## config.mk

```make
export PLATFORM = sky130hd
export DESIGN_NAME = ring_walker
export DESIGN_NICKNAME = d
export VERILOG_FILES = /design/src/rtl/ring_walker_pkg.sv /design/src/rtl/rw_index.sv /design/src/rtl/rw_ctl_codec.sv /design/src/rtl/rw_seq.sv /design/src/rtl/ring_walker.sv
export SDC_FILE = /design/constraint.sdc
export NUM_CORES = 1
export LEC_CHECK = 0
export BUFFER_PORTS_ARGS = -buffer_cell sky130_fd_sc_hd__clkbuf_2
export CAP_MARGIN = 0
export CORE_UTILIZATION = 50
export CTS_BUF_LIST = sky130_fd_sc_hd__clkbuf_4
export DETAILED_ROUTE_END_ITERATION = 7
export PLACE_DENSITY = 0.81
export RECOVER_POWER = 25
export SLEW_MARGIN = 20
export SYNTH_ARGS = -nofsm -noshare
export SYNTH_HDL_FRONTEND = slang
export SYNTH_HIERARCHICAL = 1
export SYNTH_SLANG_ARGS = --single-unit
```

## constraint.sdc

```tcl
create_clock -name clk -period 2.9 [get_ports clk]
set_input_delay 0.58 -clock clk [delete_from_list [all_inputs] [get_ports clk]]
set_output_delay 0.58 -clock clk [all_outputs]
set_load 0.1 [all_outputs]
```

## src/rtl/ring_walker_pkg.sv

```systemverilog
package ring_walker_pkg;

   localparam int CTL_W     = 32;
   localparam int CTL_OWN   = 31;
   localparam int CTL_CPL   = 30;
   localparam int CTL_SOP   = 29;
   localparam int CTL_EOP   = 28;
   localparam int OFS_LO    = 23;
   localparam int LEN_W     = 16;
   localparam int OFS_MAX_W = 5;

   typedef enum logic [2:0] {
      WK_IDLE,
      WK_RD_CTL,
      WK_WAIT,
      WK_RD_BUF,
      WK_MOVE,
      WK_WRBACK
   } walk_state_t;

endpackage

```

## src/rtl/rw_index.sv

```systemverilog
module rw_index #(
   parameter int IDX_W = 6,
   parameter int CNT_W = 7
) (
   input  logic             clk,
   input  logic             rst_n,
   input  logic             clr,
   input  logic             adv,
   input  logic [CNT_W-1:0] count,
   output logic [IDX_W-1:0] idx
);

   logic [CNT_W-1:0] idx_plus;

   assign idx_plus = CNT_W'(idx) + CNT_W'(1);

   always_ff @(posedge clk or negedge rst_n) begin
      if (!rst_n) begin
         idx <= '0;
      end else if (clr) begin
         idx <= '0;
      end else if (adv) begin
         if (idx_plus >= count) idx <= '0;
         else                   idx <= IDX_W'(idx_plus);
      end
   end

endmodule

```

## src/rtl/rw_ctl_codec.sv

```systemverilog
module rw_ctl_codec
   import ring_walker_pkg::*;
#(
   parameter bit IS_TX = 1'b1
) (
   input  logic [CTL_W-1:0]     ctl,
   input  logic [LEN_W-1:0]     rx_len,
   output logic                 sop,
   output logic                 eop,
   output logic [LEN_W-1:0]     len,
   output logic [OFS_MAX_W-1:0] ofs,
   output logic [CTL_W-1:0]     wb_word
);

   assign sop = ctl[CTL_SOP];
   assign eop = ctl[CTL_EOP];
   assign len = ctl[LEN_W-1:0];

   generate
      if (IS_TX) begin : g_tx
         logic unused_rx_len;
         assign unused_rx_len = ^rx_len;
         assign ofs     = ctl[OFS_LO+OFS_MAX_W-1:OFS_LO];
         assign wb_word = {1'b0, 1'b1, ctl[CTL_SOP:0]};
      end else begin : g_rx
         assign ofs     = {2'b00, ctl[OFS_LO+2:OFS_LO]};
         assign wb_word = {1'b0, 1'b1, ctl[CTL_SOP:LEN_W], rx_len};
      end
   endgenerate

endmodule

```

## src/rtl/rw_seq.sv

```systemverilog
module rw_seq
   import ring_walker_pkg::*;
(
   input  logic clk,
   input  logic rst_n,
   input  logic enable,
   input  logic clr,
   input  logic tick,
   input  logic mem_ack,
   input  logic own_now,
   input  logic mv_done,
   output logic mem_req,
   output logic mem_we,
   output logic word_sel,
   output logic mv_req,
   output logic ld_ctl,
   output logic ld_buf,
   output logic ld_rx,
   output logic adv,
   output logic irq
);

   walk_state_t state;

   always_ff @(posedge clk or negedge rst_n) begin
      if (!rst_n) begin
         state <= WK_IDLE;
         irq   <= 1'b0;
      end else begin
         irq <= 1'b0;
         if (clr) begin
            state <= WK_IDLE;
         end else begin
            unique case (state)
               WK_IDLE:   if (enable) state <= WK_RD_CTL;
               WK_RD_CTL: if (mem_ack) state <= own_now ? WK_RD_BUF : WK_WAIT;
               WK_WAIT: begin
                  if (!enable)   state <= WK_IDLE;
                  else if (tick) state <= WK_RD_CTL;
               end
               WK_RD_BUF: if (mem_ack) state <= WK_MOVE;
               WK_MOVE:   if (mv_done) state <= WK_WRBACK;
               WK_WRBACK: begin
                  if (mem_ack) begin
                     irq   <= 1'b1;
                     state <= enable ? WK_RD_CTL : WK_IDLE;
                  end
               end
               default:   state <= WK_IDLE;
            endcase
         end
      end
   end

   assign mem_req  = (state == WK_RD_CTL) || (state == WK_RD_BUF) || (state == WK_WRBACK);
   assign mem_we   = (state == WK_WRBACK);
   assign word_sel = (state == WK_RD_BUF);
   assign mv_req   = (state == WK_MOVE);
   assign ld_ctl   = (state == WK_RD_CTL) && mem_ack;
   assign ld_buf   = (state == WK_RD_BUF) && mem_ack;
   assign ld_rx    = (state == WK_MOVE) && mv_done;
   assign adv      = (state == WK_WRBACK) && mem_ack && !clr;

endmodule

```

## src/rtl/ring_walker.sv

```systemverilog
module ring_walker
   import ring_walker_pkg::*;
#(
   parameter int ADDR_W   = 32,
   parameter int MAX_DESC = 64,
   parameter bit IS_TX    = 1'b1,
   parameter int CNT_W    = $clog2(MAX_DESC + 1)
) (
   input  logic                 clk,
   input  logic                 rst_n,
   input  logic                 walk_en,
   input  logic                 chan_clr,
   input  logic                 poll_tick,
   input  logic [ADDR_W-1:0]    ring_base,
   input  logic [CNT_W-1:0]     ring_count,
   output logic                 mem_req,
   output logic                 mem_we,
   output logic [ADDR_W-1:0]    mem_addr,
   output logic [CTL_W-1:0]     mem_wdata,
   input  logic                 mem_ack,
   input  logic [CTL_W-1:0]     mem_rdata,
   output logic                 mv_req,
   output logic [31:0]          mv_buf_addr,
   output logic [LEN_W-1:0]     mv_len,
   output logic                 mv_sop,
   output logic                 mv_eop,
   output logic [OFS_MAX_W-1:0] mv_offset,
   input  logic                 mv_done,
   input  logic [LEN_W-1:0]     mv_rx_len,
   output logic                 irq_desc_done
);

   localparam int IDX_W     = $clog2(MAX_DESC);
   localparam int DESC_SH   = 3;
   localparam int PTR_OFS   = 4;

   generate
      if (MAX_DESC < 2) begin : g_bad_depth
         $error("ring_walker: MAX_DESC must be at least 2");
      end
      if (ADDR_W < IDX_W + DESC_SH) begin : g_bad_addr
         $error("ring_walker: ADDR_W too narrow for the ring");
      end
      if (CNT_W < $clog2(MAX_DESC + 1)) begin : g_bad_cnt
         $error("ring_walker: CNT_W cannot hold MAX_DESC");
      end
   endgenerate

   logic [IDX_W-1:0] idx;
   logic             word_sel, ld_ctl, ld_buf, ld_rx, adv;
   logic [CTL_W-1:0] ctl_q;
   logic [31:0]      buf_q;
   logic [LEN_W-1:0] rx_q;
   logic [CTL_W-1:0] wb_word;

   rw_seq u_seq (
      .clk      (clk),
      .rst_n    (rst_n),
      .enable   (walk_en),
      .clr      (chan_clr),
      .tick     (poll_tick),
      .mem_ack  (mem_ack),
      .own_now  (mem_rdata[CTL_OWN]),
      .mv_done  (mv_done),
      .mem_req  (mem_req),
      .mem_we   (mem_we),
      .word_sel (word_sel),
      .mv_req   (mv_req),
      .ld_ctl   (ld_ctl),
      .ld_buf   (ld_buf),
      .ld_rx    (ld_rx),
      .adv      (adv),
      .irq      (irq_desc_done)
   );

   rw_index #(.IDX_W(IDX_W), .CNT_W(CNT_W)) u_index (
      .clk   (clk),
      .rst_n (rst_n),
      .clr   (chan_clr),
      .adv   (adv),
      .count (ring_count),
      .idx   (idx)
   );

   always_ff @(posedge clk or negedge rst_n) begin
      if (!rst_n) begin
         ctl_q <= '0;
         buf_q <= '0;
         rx_q  <= '0;
      end else begin
         if (ld_ctl) ctl_q <= mem_rdata;
         if (ld_buf) buf_q <= mem_rdata;
         if (ld_rx)  rx_q  <= mv_rx_len;
      end
   end

   rw_ctl_codec #(.IS_TX(IS_TX)) u_codec (
      .ctl     (ctl_q),
      .rx_len  (rx_q),
      .sop     (mv_sop),
      .eop     (mv_eop),
      .len     (mv_len),
      .ofs     (mv_offset),
      .wb_word (wb_word)
   );

   assign mem_addr    = ring_base + (ADDR_W'(idx) << DESC_SH)
                      + (word_sel ? ADDR_W'(PTR_OFS) : ADDR_W'(0));
   assign mem_wdata   = wb_word;
   assign mv_buf_addr = buf_q;

endmodule

```

==> results.json <==
{
  "tritoncts.num_buffers": 9,
  "tritoncts": "yes",
  "timing.critical_path.mode_cell": "sky130_fd_sc_hd__buf_12",
  "post_synth_instance_area_um2": 4260,
  "worstPathMaxFanout": 5,
  "overall_routing_resource_usage_pct": 25.2,
  "cts_sinks": 72,
  "timing.critical_path.from_type": "flip-flop",
  "grt_setup_unrepaired": "yes",
  "status": "finished, violations left",
  "floorplan.die_area_um2": 8890,
  "crit_path_from": "u_seq/state[0]$_DFFE_PN0P_",
  "coreArea_um2": 8220,
  "worstSetupPathType": "reg -> out",
  "antenna_cells_inserted": 0,
  "placement_rows": 33,
  "grt_antenna_before_repair": 0,
  "drt.antenna.violating_nets": 0,
  "route.detailed.drc": 0,
  "regToRegStartpoint": "u_index/idx[1]$_DFFE_PN0P_",
  "holdBufCountCts": 0,
  "area_delta_synth_final_pct": 56.0,
  "detailedPlacementHpwl_um": 8400,
  "p_leak_nw": 3.26,
  "number_of_levels_the_h_tree_was_split_into": 3,
  "r2r_slack_ns": 0.73,
  "io_buffer_count": 194,
  "vias_per_cell": 5.24,
  "dr.pass1.iters": 5,
  "number_of_global_route_vias_before_repair": 3602,
  "timing.critical_path.slowest_cell_delay_ns": 0.38,
  "final_min_period_over_clock_period_pct": 116,
  "report.final.slew_viol_count": 33,
  "postSynthCellCount": 383,
  "clk_pin_slew_worst_paths_ns": 0.12,
  "cts-root-buf": "sky130_fd_sc_hd__clkbuf_4",
  "setup_ws_ns": -0.450,
  "clock_skew_ns": 0.0120,
  "pwr_density_cell_nw_per_um2": 913,
  "worstPathArrival_ns": 2.77,
  "io_pins": 217,
  "route.detailed.wl_per_inst_um": 17.0,
  "yosysWarnings": 6,
  "overflow": 0,
  "grt_first_pass_wirelength_um": 17200,
  "cp-end-kind": "primary output",
  "mean_cell_area_of_the_mapped_netlist_um2": 11.1,
  "drt_iter0_drc": 107,
  "worst_r2r_path_cells": 9,
  "vias": 3585,
  "die_x_extent_um": 94.3,
  "timing.max_cap.violations": 1,
  "layout-drive-gt1-share_pct": 68.9,
  "report.final.hold_viol_count": 0,
  "layout_min_cycle_time_ns": 3.35,
  "critical_path.cell_chain": "nand2_2 -> nor2_2 -> ha_2 -> inv_2 -> fa_2 -> nand2b_4 -> a21oi_4 -> o31ai_4 -> buf_12 -> buf_12 -> nor2_4 -> xor2_4 -> buf_12",
  "clk_path_buf_depth": 2,
  "setup-violations-final": 25,
  "failed_checks": "capacitance limit, slew limit, setup timing",
  "timing.critical_path.slowest_stage_cell": "sky130_fd_sc_hd__dfrtp_1",
  "routed_wl_um": 11700,
  "syn-num-nets": 493,
  "finalCoreUtilization_pct": 80.8,
  "worst_slew_pin_slew_ns": 1.72,
  "finish.net_count": 685,
  "pin_count_of_the_biggest_net_entering_global_routing": 42,
  "dp_slack_ns": -0.236,
  "timing.hold.worst.class": "in -> reg",
  "globalplace.congestion": 0.877,
  "timing.slew.headroom_pct": -14.3,
  "critical_path.reg2reg.endpoint": "u_index/idx[0]$_DFFE_PN0P_",
  "crit_required_ns": 2.32,
  "ir_drop_mv": 0.746,
  "crit_path_end": "mem_addr[20]",
  "die_y_um": 94.3,
  "clkLatencyLatePin_ns": 0.39,
  "initial_util_pct": 51.8,
  "sum_of_negative_setup_slack_ns": -8.85,
  "fmaxAchievable_mhz": 299
}
flip-flops by register name, indices dropped and copies added (netlist names):
register     count
ctl_q           30
u_seq/irq        1
u_seq/state      3
mv_buf_addr     32
u_index/idx      6
critical path: cells and delay by family, from the launching register on:
kind / cells / cell delay, ns
simple gates: 4 / 0.46
xor+xnor: 1 / 0.17
compound gates: 2 / 0.29
flops: 1 / 0.38
buf+inv: 4 / 0.52
fa+ha+maj: 2 / 0.56
worst min-delay path by stage:
| stage | from | end | slack [ns] | depth (start not counted) |
|---|---|---|---|---|
| 2_1_floorplan | rst_n | ctl_q[0]$_DFFE_PN0P_ | 0.28 | 0 |
| 3_3_place_gp | mv_buf_addr[27]$_DFFE_PN0P_ | mv_buf_addr[27]$_DFFE_PN0P_ | 0.49 | 1 |
| 3_5_place_dp | mv_buf_addr[6]$_DFFE_PN0P_ | mv_buf_addr[6]$_DFFE_PN0P_ | 0.50 | 1 |
| 4_1_cts | rst_n | mv_buf_addr[9]$_DFFE_PN0P_ | 0.22 | 1 |
| 5_1_grt | mem_rdata[30] | mv_buf_addr[30]$_DFFE_PN0P_ | 0.39 | 2 |
| 6_report | mem_rdata[30] | mv_buf_addr[30]$_DFFE_PN0P_ | 0.42 | 2 |
stage by stage:
stage / instances / area, um^2 / power, mW / hold slack, ns
2_1_floorplan: 383 / 4910 / 5.12 / 0.284
3_3_place_gp: 651 / 6230 / 5.40 / 0.488
3_5_place_dp: 651 / 6230 / 5.46 / 0.498
4_1_cts: 676 / 6540 / 6.10 / 0.223
5_1_grt: 684 / 6640 / 6.27 / 0.391
6_report: 684 / 6640 / 6.07 / 0.424
area by class of cell:
class | instances | area [um^2]
Clock buffer | 9 | 67.6
Clock inverter | 6 | 68.8
Fill cell | 488 | 1570
Inverter | 14 | 52.6
Multi-Input combinational cell | 228 | 2680
Sequential cell | 72 | 1800
Tap cell | 105 | 131
Timing Repair Buffer | 250 | 1850
where the power goes:
part / leakage (nW) / switching (mW) / internal [mW] / total [mW]
logic: 2.28 / 3.37 / 0.625 / 3.99
clock network: 0.0728 / 0.364 / 0.264 / 0.628
registers: 0.907 / 0.171 / 1.27 / 1.44
total: 3.26 / 3.90 / 2.16 / 6.07
routing by layer:
layer,track usage (%),up-vias,share of wire [%]
met5,0,-,0
met4,7.95,0,1.7
met3,3.56,16,4.6
met2,47.6,146,58
met1,28.8,1762,36
li1,-,1661,-
layout by cell type, fill, tap and decap left out, types with 2 or more instances in the layout:
cell                       count
sky130_fd_sc_hd__clkbuf_2    166
sky130_fd_sc_hd__dfrtp_1      72
sky130_fd_sc_hd__mux2_2       62
sky130_fd_sc_hd__buf_4        46
sky130_fd_sc_hd__buf_12       28
sky130_fd_sc_hd__inv_1        13
sky130_fd_sc_hd__xnor2_4      13
sky130_fd_sc_hd__nor2_1       11
sky130_fd_sc_hd__ha_1         11
sky130_fd_sc_hd__xor2_4        9
sky130_fd_sc_hd__clkbuf_4      9
sky130_fd_sc_hd__nand2_1       8
sky130_fd_sc_hd__a21oi_1       8
sky130_fd_sc_hd__nor2_4        8
sky130_fd_sc_hd__buf_6         8
sky130_fd_sc_hd__nand4_1       5
sky130_fd_sc_hd__nand3_4       5
sky130_fd_sc_hd__and3_1        4
sky130_fd_sc_hd__o211ai_1      4
sky130_fd_sc_hd__nor3_1        4
sky130_fd_sc_hd__nand3_1       4
sky130_fd_sc_hd__xnor2_2       4
sky130_fd_sc_hd__nand2b_1      4
sky130_fd_sc_hd__a22o_1        4
sky130_fd_sc_hd__nand2_2       3
sky130_fd_sc_hd__and3_2        3
sky130_fd_sc_hd__a21o_1        3
sky130_fd_sc_hd__xnor2_1       3
sky130_fd_sc_hd__ha_4          3
sky130_fd_sc_hd__nor2_2        2
sky130_fd_sc_hd__a211oi_2      2
sky130_fd_sc_hd__nor4_4        2
sky130_fd_sc_hd__and4_1        2
sky130_fd_sc_hd__nand2b_4      2
sky130_fd_sc_hd__a21oi_4       2
sky130_fd_sc_hd__inv_6         2
sky130_fd_sc_hd__conb_1        2
sky130_fd_sc_hd__nor2b_1       2
sky130_fd_sc_hd__o21ai_1       2
what timing repair did:
action,4_1_cts,5_1_grt
pin swaps,21,18
hold endpoints to repair,0,0
cloned,1,0
setup buffers,9,9
setup endpoints to repair,24,25
gates resized for setup,17,14
Power figures use the tool's default switching activity.
